===== config.mk =====
export PLATFORM = sky130hd
export DESIGN_NAME = prq_writer
export DESIGN_NICKNAME = d
export VERILOG_FILES = /design/src/rtl/prq_pkg.sv /design/src/rtl/prq_screen.sv /design/src/rtl/prq_ring.sv /design/src/rtl/prq_pack.sv /design/src/rtl/prq_writer.sv
export SDC_FILE = /design/constraint.sdc
export NUM_CORES = 1
export LEC_CHECK = 0
export ABC_AREA = 1
export BUFFER_PORTS_ARGS = -buffer_cell sky130_fd_sc_hd__buf_4
export CAP_MARGIN = 30
export CORE_AREA = 3 3 166 168
export DETAILED_ROUTE_END_ITERATION = 10
export DIE_AREA = 0 0 169 171
export GPL_ROUTABILITY_DRIVEN = 0
export PLACE_DENSITY = 0.67
export REMOVE_ABC_BUFFERS = 1
export SYNTH_ARGS = -nofsm -noshare
export SYNTH_HDL_FRONTEND = slang
export SYNTH_SLANG_ARGS = --single-unit

===== constraint.sdc =====
create_clock -name clk -period 3.59 [get_ports clk]
set_clock_uncertainty 0.05 [all_clocks]
set_input_delay 1.077 -clock clk [delete_from_list [all_inputs] [get_ports clk]]
set_output_delay 1.077 -clock clk [all_outputs]
set_load 0.1 [all_outputs]

===== src/rtl/prq_pkg.sv =====
package prq_pkg;
    localparam int RID_W    = 16;
    localparam int PASID_W  = 20;
    localparam int GRP_W    = 9;
    localparam int PAGE_W   = 52;
    localparam int DESC_W   = 128;
    localparam int ENTRY_LG = 5;   // 32-byte slots
    localparam int SIZE_LG0 = 7;   // entries = 2^(size+7)
    localparam logic [7:0] DESC_TYPE = 8'h01;

    typedef enum logic [2:0] {
        RSP_OK       = 3'd0,
        RSP_NO_PASID = 3'd1,
        RSP_BAD_EXEC = 3'd2,
        RSP_DISABLED = 3'd3,
        RSP_DROPPED  = 3'd4,
        RSP_FULL     = 3'd5,
        RSP_IO_ERR   = 3'd6
    } prq_rsp_e;

    typedef enum logic [1:0] {S_IDLE, S_WRITE, S_WAIT, S_DONE} prq_state_e;

    typedef struct packed {
        logic [RID_W-1:0]   rid;
        logic               pasid_vld;
        logic [PASID_W-1:0] pasid;
        logic               priv;
        logic               exec;
        logic               rd;
        logic               wr;
        logic               last;
        logic [GRP_W-1:0]   grp;
        logic [PAGE_W-1:0]  page;
    } prq_req_t;

    typedef struct packed {
        logic [63:0] hi;
        logic [63:0] lo;
    } prq_desc_t;
endpackage


===== src/rtl/prq_screen.sv =====
module prq_screen
    import prq_pkg::*;
(
    input  prq_req_t req,
    input  logic     pr_en,
    input  logic     ovf,
    input  logic     full,
    output prq_rsp_e verdict,
    output logic     is_fault
);
    always_comb begin
        is_fault = 1'b0;
        if (!req.pasid_vld) begin
            verdict = RSP_NO_PASID;
        end else if (req.exec && !req.rd) begin
            verdict = RSP_BAD_EXEC;
        end else if (!pr_en) begin
            verdict  = RSP_DISABLED;
            is_fault = 1'b1;
        end else if (ovf) begin
            verdict = RSP_DROPPED;
        end else if (full) begin
            verdict = RSP_FULL;
        end else begin
            verdict = RSP_OK;
        end
    end
endmodule


===== src/rtl/prq_ring.sv =====
module prq_ring
    import prq_pkg::*;
#(
    parameter int ADDR_W = 64,
    parameter int OFF_W  = 19
) (
    input  logic [ADDR_W-13:0] base,
    input  logic [2:0]         size,
    input  logic [OFF_W-1:0]   head,
    input  logic [OFF_W-1:0]   tail,
    output logic [OFF_W-1:0]   tail_next,
    output logic               full,
    output logic [ADDR_W-1:0]  slot_addr
);
    localparam logic [OFF_W-1:0] ALIGN = ~OFF_W'((1 << ENTRY_LG) - 1);
    localparam logic [OFF_W-1:0] STEP  = OFF_W'(1 << ENTRY_LG);

    logic [OFF_W:0]   span;
    logic [OFF_W-1:0] wrap_mask;
    logic [OFF_W-1:0] head_al;
    logic [OFF_W-1:0] tail_al;

    always_comb begin
        span      = (OFF_W+1)'(1) << (int'(size) + ENTRY_LG + SIZE_LG0);
        wrap_mask = OFF_W'(span - (OFF_W+1)'(1));
        head_al   = head & ALIGN;
        tail_al   = tail & ALIGN;
        tail_next = (tail_al + STEP) & wrap_mask;
        full      = (tail_next == head_al);
        slot_addr = {base, 12'h000} + ADDR_W'(tail_al);
    end
endmodule


===== src/rtl/prq_pack.sv =====
module prq_pack
    import prq_pkg::*;
(
    input  prq_req_t  req,
    output prq_desc_t desc
);
    always_comb begin
        desc          = '0;
        desc.lo[7:0]  = DESC_TYPE;
        desc.lo[9]    = 1'b1;
        desc.lo[31:16] = req.rid;
        desc.lo[51:32] = req.pasid;
        desc.lo[53]   = req.priv;
        desc.hi[0]    = req.rd;
        desc.hi[1]    = req.wr;
        desc.hi[2]    = req.last;
        desc.hi[11:3] = req.grp;
        desc.hi[63:12] = req.page;
    end
endmodule


===== src/rtl/prq_writer.sv =====
module prq_writer
    import prq_pkg::*;
#(
    parameter int ADDR_W = 64,
    parameter int OFF_W  = 19
) (
    input  logic                clk,
    input  logic                rst,
    input  logic                req_valid,
    output logic                req_ready,
    input  logic [RID_W-1:0]    req_rid,
    input  logic                req_pasid_vld,
    input  logic [PASID_W-1:0]  req_pasid,
    input  logic                req_priv,
    input  logic                req_exec,
    input  logic                req_rd,
    input  logic                req_wr,
    input  logic                req_last,
    input  logic [GRP_W-1:0]    req_grp,
    input  logic [PAGE_W-1:0]   req_page,
    input  logic                ctx_pr_en,
    input  logic [ADDR_W-13:0]  q_base,
    input  logic [2:0]          q_size,
    input  logic [OFF_W-1:0]    q_head,
    input  logic [OFF_W-1:0]    q_tail,
    output logic                tail_we,
    output logic [OFF_W-1:0]    tail_nxt,
    output logic                mw_valid,
    input  logic                mw_ready,
    output logic [ADDR_W-1:0]   mw_addr,
    output logic [DESC_W-1:0]   mw_data,
    input  logic                mw_resp_valid,
    input  logic                mw_resp_err,
    input  logic                st_ovf,
    input  logic                st_pend,
    output logic                set_ovf,
    output logic                set_pend,
    output logic                evt_req,
    output logic [1:0]          evt_old,
    output logic                rsp_valid,
    output logic [2:0]          rsp_code,
    output logic                fault
);
    prq_state_e       state;
    prq_req_t         req_in;
    prq_desc_t        desc;
    prq_rsp_e         verdict;
    logic             chk_fault;
    logic             ring_full;
    logic [OFF_W-1:0] ring_next;
    logic [ADDR_W-1:0] ring_addr;

    assign req_in = '{rid: req_rid, pasid_vld: req_pasid_vld, pasid: req_pasid,
                      priv: req_priv, exec: req_exec, rd: req_rd, wr: req_wr,
                      last: req_last, grp: req_grp, page: req_page};

    prq_screen u_screen (
        .req      (req_in),
        .pr_en    (ctx_pr_en),
        .ovf      (st_ovf),
        .full     (ring_full),
        .verdict  (verdict),
        .is_fault (chk_fault)
    );

    prq_ring #(.ADDR_W(ADDR_W), .OFF_W(OFF_W)) u_ring (
        .base      (q_base),
        .size      (q_size),
        .head      (q_head),
        .tail      (q_tail),
        .tail_next (ring_next),
        .full      (ring_full),
        .slot_addr (ring_addr)
    );

    prq_pack u_pack (
        .req  (req_in),
        .desc (desc)
    );

    assign req_ready = (state == S_IDLE);
    assign mw_valid  = (state == S_WRITE);

    always_ff @(posedge clk) begin
        if (rst) begin
            state     <= S_IDLE;
            mw_addr   <= '0;
            mw_data   <= '0;
            tail_nxt  <= '0;
            tail_we   <= 1'b0;
            set_ovf   <= 1'b0;
            set_pend  <= 1'b0;
            evt_req   <= 1'b0;
            evt_old   <= 2'b00;
            rsp_valid <= 1'b0;
            rsp_code  <= 3'd0;
            fault     <= 1'b0;
        end else begin
            tail_we   <= 1'b0;
            set_ovf   <= 1'b0;
            set_pend  <= 1'b0;
            evt_req   <= 1'b0;
            evt_old   <= 2'b00;
            rsp_valid <= 1'b0;
            fault     <= 1'b0;
            case (state)
                S_IDLE: begin
                    if (req_valid) begin
                        if (verdict == RSP_OK) begin
                            mw_addr  <= ring_addr;
                            mw_data  <= desc;
                            tail_nxt <= ring_next;
                            state    <= S_WRITE;
                        end else begin
                            rsp_valid <= 1'b1;
                            rsp_code  <= verdict;
                            fault     <= chk_fault;
                            if (verdict == RSP_FULL) begin
                                set_ovf <= 1'b1;
                                evt_req <= 1'b1;
                                evt_old <= {st_pend, st_ovf};
                            end
                            state <= S_DONE;
                        end
                    end
                end
                S_WRITE: begin
                    if (mw_ready) state <= S_WAIT;
                end
                S_WAIT: begin
                    if (mw_resp_valid) begin
                        rsp_valid <= 1'b1;
                        state     <= S_DONE;
                        if (mw_resp_err) begin
                            rsp_code <= RSP_IO_ERR;
                        end else begin
                            rsp_code <= RSP_OK;
                            tail_we  <= 1'b1;
                            if (!st_pend) begin
                                set_pend <= 1'b1;
                                evt_req  <= 1'b1;
                                evt_old  <= {st_pend, st_ovf};
                            end
                        end
                    end
                end
                default: state <= S_IDLE;
            endcase
        end
    end
endmodule


After elaboration in Yosys (flattened, before gate mapping)

Cells that the tools add are included.

Add/subtract/negate cells: 5
Equality and inequality tests: 8
Shift-type cells: 1
Multiplexer cells: 35
Bitwise operators: 6
Reduce and logical (&&, ||, !) cells: 12

Operator list:

| cell                  | count |
|---|---|
| $add 64x19->64        | 1 |
| $add 32x4->32 const B | 1 |
| $shl 1x32->19 const A | 1 |
| $mux 3                | 9 |
| $add 19x6->19 const B | 1 |
| $and 19x19->19        | 1 |
| $eq 19x19->1          | 1 |
| $sub 19x1->19 const B | 1 |
| $mux 1                | 14 |
| $mux 2                | 7 |
| $ne 2x2->1 const B    | 3 |
| $pmux 2 s3            | 1 |
| $pmux 3 s2            | 1 |
| $reduce_and 3->1      | 2 |
| $reduce_or 6->1       | 1 |
| $not 1->1             | 5 |
| $add 3x3->4 const B   | 1 |
| $pmux 1 s2            | 2 |
| $pmux 2 s2            | 1 |
| $reduce_and 4->1      | 1 |
| $reduce_or 2->1       | 2 |
| $eq 3x3->1 const B    | 1 |
| $logic_not 3->1       | 1 |
| $reduce_or 3->1       | 1 |
| other kinds (7)       | 7 |

Flip-flop bits (word level): 199
Input bits: 205
Output and inout port bits: 224
Logic and storage cells: 79

Depth between registers and ports, before layout

Depth after elaboration: 16
Mapped depth: 28
Mapped depth without buffers: 25

Cells and area by module

Synthesis repeated with hierarchy kept, for this count alone.

Cell total of the unflattened synthesis: 1615
Area, all modules: 11785.1 µm²

Modules (own cells, without submodules):

| module     | instances | cells each | area an instance (µm²) | sequential area each (µm²) |
|---|---|---|---|---|
| prq_writer | 1         | 1023       | 8287.9                 | 4484.3 |
| prq_ring   | 1         | 450        | 2471.1                 | 0.0 |
| prq_pack   | 1         | 130        | 968.4                  | 0.0 |
| prq_screen | 1         | 12         | 57.6                   | 0.0 |

Worst setup path before layout

Ideal clock, no wire load.

Path type: input -> register
From: in q_base[0]
To: reg mw_addr[62]
Library setup time: 117 ps
Data arrival time: 3597 ps
Data required time: 3423 ps
Setup slack: -174 ps
Stages: 18
Path buffers: 0
Cell sequence: ha_1 -> inv_1 -> fa_1 -> o21ai_1 -> a21oi_1 -> o21ai_1 -> nand2_1 -> nor2_1 -> nand2_1 -> nor2_1 -> nand2_1 -> nor2_1 -> nand2_1 -> nor2_1 -> nand3_1 -> xnor2_1 -> o21ai_0 -> nor2_1

Word-level cells in the longest chain between the ends: 1

Ends and longest elaborated chain:

| element                | RTL line          | source |
|---|---|---|
| start: declaration     | prq_writer.sv:22  | `input logic [ADDR_W-13:0] q_base,` |
| $add 64x19->64         | prq_ring.sv:30    | `slot_addr = {base, 12'h000} + ADDR_W'(tail_al);` |
| end signal: assignment | prq_writer.sv:110 | `mw_addr <= ring_addr;` |
| end: declaration       | prq_writer.sv:30  | `output logic [ADDR_W-1:0] mw_addr,` |

Every way passes these cells.
A chain may end at the register's enable or synchronous reset.

Final worst setup path

From: in q_size[1]
To: reg mw_data[71]

Word-level cells in the longest chain between the ends: 13

Ends and longest elaborated chain:

| element                           | RTL line          | source |
|---|---|---|
| start: declaration                | prq_writer.sv:23  | `input logic [2:0] q_size,` |
| $add 3x3->4                       | prq_ring.sv:24    | `span = (OFF_W+1)'(1) << (int'(size) + ENTRY_LG + SIZE_LG0);` |
| $add 32x4->32                     | prq_ring.sv:24    |  |
| $shl 1x32->19                     | prq_ring.sv:24    |  |
| $sub 19x1->19                     | prq_ring.sv:25    | `wrap_mask = OFF_W'(span - (OFF_W+1)'(1));` |
| $and 19x19->19                    | prq_ring.sv:28    | `tail_next = (tail_al + STEP) & wrap_mask;` |
| $eq 19x19->1                      | prq_ring.sv:29    | `full = (tail_next == head_al);` |
| $mux 3                            | prq_screen.sv:22  | `end else if (full) begin` |
| $mux 3                            | prq_screen.sv:20  | `end else if (ovf) begin` |
| $mux 3                            | prq_screen.sv:17  | `end else if (!pr_en) begin` |
| $mux 3                            | prq_screen.sv:15  | `end else if (req.exec && !req.rd) begin` |
| $mux 3                            | prq_screen.sv:13  | `if (!req.pasid_vld) begin` |
| $logic_not 3->1                   | prq_writer.sv:109 | `if (verdict == RSP_OK) begin` |
| $reduce_and 3->1 (no source line) | n/a               |  |
| end signal: assignment            | prq_writer.sv:111 | `mw_data <= desc;` |
| end: declaration                  | prq_writer.sv:31  | `output logic [DESC_W-1:0] mw_data,` |

Every way passes these cells.

==> results.sh <==
export IMPL_io_pins=429
export IMPL_dieArea_um2=28900
export IMPL_drc_errors=0
export IMPL_cts_buffers=17
export IMPL_register_area_um2=3760
export IMPL_post_route_util_pct=56.9
export IMPL_maxSlewHeadroom_pct=61.8
export IMPL_synth_main_ff_cell="dfxtp_1"
export IMPL_viasPerCell=4.77
export IMPL_synthesis_area_um2=9430
export IMPL_holdWs_ns=0.430
export IMPL_synth_seq_area_share_pct=39.9
export IMPL_r2r_slack_ns=1.62
export IMPL_wire_per_inst_um=15.4
export IMPL_netlist_top_cells_count="nor2_1 (398), dfxtp_1 (188), nand2_1 (168)"
export IMPL_required_ns=3.91
export IMPL_worstSetupStartpointType="primary input"
export IMPL_worst_ep_arrival_time_ns=4.01
export IMPL_syn_to_final_growth_pct=57.1
export IMPL_grt_max_degree=67
export IMPL_gr_total_overflow=0
export IMPL_synth_area_leaders="dfxtp_1 (40%), nor2_1 (16%), o21ai_0 (8.6%)"
export IMPL_final_nets=2070
export IMPL_antenna_left=0
export IMPL_die_width_um=169
export IMPL_grt_busiest_layer="met2"
export IMPL_rsz0062_at_grt="true"
export IMPL_min_path_type="flip-flop to flip-flop"
export IMPL_diodes=0
export IMPL_worst_pin_slew_ns=0.573
export IMPL_vias=10474
export IMPL_synth_enable_flop_cells=0
export IMPL_cp_max_fo=8
export IMPL_cts_sinks=188
export IMPL_cp_common_cell="nand2_1"
export IMPL_cts_buffer_depth=2
export IMPL_hold_violations=0
export IMPL_criticalPathCategory="primary input to flip-flop"
export IMPL_fin_crit_sh_pct=103
export IMPL_grt_pass1_wl_um=49100
export IMPL_syn_inst=1359
export IMPL_grt_met2_usage_pct=36.7
export IMPL_synth_top_area_share_pct=39.9
export IMPL_async_flop_share_pct=0
export IMPL_violations="negative setup slack"
export IMPL_cp_slowest_stage_delay_ns=0.21
export IMPL_clkTransAtPathRegs_ns=0.08
export IMPL_ys_warn_count=0
export IMPL_grt_pass1_vias=9746
export IMPL_crit_slowest_cell="nand4_1"
export IMPL_clock_latency_ns=0.43
export IMPL_drive_above_1_share_pct=35.4
export IMPL_rows=59
export IMPL_cellLeakagePower_nw=7.00
export IMPL_timing_fmax_mhz=271
export IMPL_cts_tree="yes"
export IMPL_io_buffers=383
export IMPL_synth_seq_cells=188
export IMPL_drt_iter0_markers=567
export IMPL_setup_violations=174
export IMPL_dp_hpwl_um=25000
export IMPL_dp_slack_ns=-0.602
export IMPL_core_um2=26100
export IMPL_die_y_um=171
export IMPL_start_util_pct=36.2
export IMPL_track_usage_pct=20.7
export IMPL_globalRouteMet3Util_pct=4.02
export IMPL_final_min_clock_period_ns=3.69
export IMPL_cts_hold_buf=0
export IMPL_fin_cells=2195
export IMPL_yosys_area_top_type="dfxtp_1"
export IMPL_endpoint_kind="flip-flop"
export IMPL_synth_most_common_cell="nor2_1"
export IMPL_outcome="finished with violations"
export IMPL_n_fill_cell=2479
export IMPL_setup_ws_ns=-0.105
export IMPL_cap_viol_max_count=0
export IMPL_cellPowerDensity_nw_per_um2=423
export IMPL_numPlacedInstances=2144
export IMPL_antenna_found_initial=0
export IMPL_grt_met1_usage_pct=25.5
export IMPL_root_buffer="clkbuf_16"
export IMPL_dr_pass1_iters=5
export IMPL_slew_violations=0
export IMPL_tns_ns=-7.47
export IMPL_syn_avg_cell_area_um2=6.94
export IMPL_cts_htree_levels=4
export IMPL_vdd_ir_drop_worst_uv=354
export IMPL_multi_input_area_um2=5190
export IMPL_synth_distinct_cells=37
export IMPL_finalWirelength_um=33900
[flip-flops by register name, indices dropped and copies added (netlist names)]
name	count
rsp_code	3
evt_old	2
state	2
mw_data	102
set_pend	1
evt_req	1
tail_nxt	14
rsp_valid	1
mw_addr	59
fault	1
tail_we	1
set_ovf	1
[report_power, final]
| part | switching, W | total, W | internal [W] |
|---|---|---|---|
| Combinational | 0.00145 | 0.00208 | 0.000622 |
| Clock | 0.00101 | 0.00196 | 0.000954 |
| Sequential | 0.0000530 | 0.00223 | 0.00218 |
[worst max-delay path, delay by kind of cell]
kind	cells	cell delay (ns)
compound gates	2	0.16
fa+ha+maj	1	0.19
buf+inv	8	0.92
simple gates	17	1.62
[layer usage]
layer / part of all wire (%) / vias up
met2: 49 / 363
li1: - / 5255
met5: 0 / -
met4: 2.4 / 0
met1: 42 / 4803
met3: 6.6 / 53
[area by class of cell]
type,instances,area share (%)
clock buffers,17,2.87
clock inverters,15,1.27
inverters,99,2.75
multi-input cells,1011,35.0
flip-flops and latches,188,25.4
well taps,335,2.83
repair buffers,528,29.7
repair inverters,2,0.169
[logic make-up (layout without fill, tap and decap cells)]
| group | Yosys count | after routing | share of synthesized area [%] |
|---|---|---|---|
| other cells | 1 | 35 | 0.0398 |
| compound gates | 198 | 199 | 10.9 |
| fa+ha+maj | 18 | 18 | 2.47 |
| buf+inv | 196 | 661 | 10.5 |
| flops | 188 | 188 | 39.9 |
| simple gates | 696 | 697 | 30.4 |
| xor+xnor | 62 | 62 | 5.76 |
[cell usage in the layout (no fill, tap or decap), types with 3 or more instances in the layout]
cell type and count:
inv_8 3, nand4_1 28, a21oi_1 16, nand2_4 4
o21ai_2 42, nor2_4 5, xor2_1 41, buf_6 3
nand2_1 161, inv_6 5, dfxtp_1 188, nor2_1 391
clkbuf_16 26, clkinv_8 7, nand3_1 43, ha_1 16
nor3_1 27, o21ai_1 41, xnor2_1 20, conb_1 35
buf_4 496, o21ai_0 82, inv_1 92, buf_12 11
inv_2 3, a21oi_2 5, nand3_2 9, o211ai_1 5
nand2_2 6, buf_8 4, buf_16 5, nor4_1 6
nor2_2 6, o21ai_4 4
[per-stage QoR]
step	power, W	cell area [um2]
6_report	0.00627	14800
5_1_grt	0.00656	14800
2_1_floorplan	0.00364	8940
4_1_cts	0.00622	14100
3_3_place_gp	0.00421	13400
3_5_place_dp	0.00423	13400
[path summary, 6_finish.rpt]
check | startpoint | to | depth (start not counted)
worst max-delay path | q_size[1] | mw_data[71] | 28
worst min register to register | mw_addr[57] | mw_addr[57] | 2
worst max register to register | state[1] | mw_addr[62] | 9
worst min-delay path | mw_addr[57] | mw_addr[57] | 2
[what timing repair did]
| action | 4_1_cts | 5_1_grt |
|---|---|---|
| pin swaps | 3 | 13 |
| gates cloned | 1 | 15 |
| buffers inserted | 0 | 3 |
| resized for setup | 20 | 177 |
| endpoints found under the setup margin | 175 | 184 |
No activity file was read; power rests on OpenSTA's default activity.
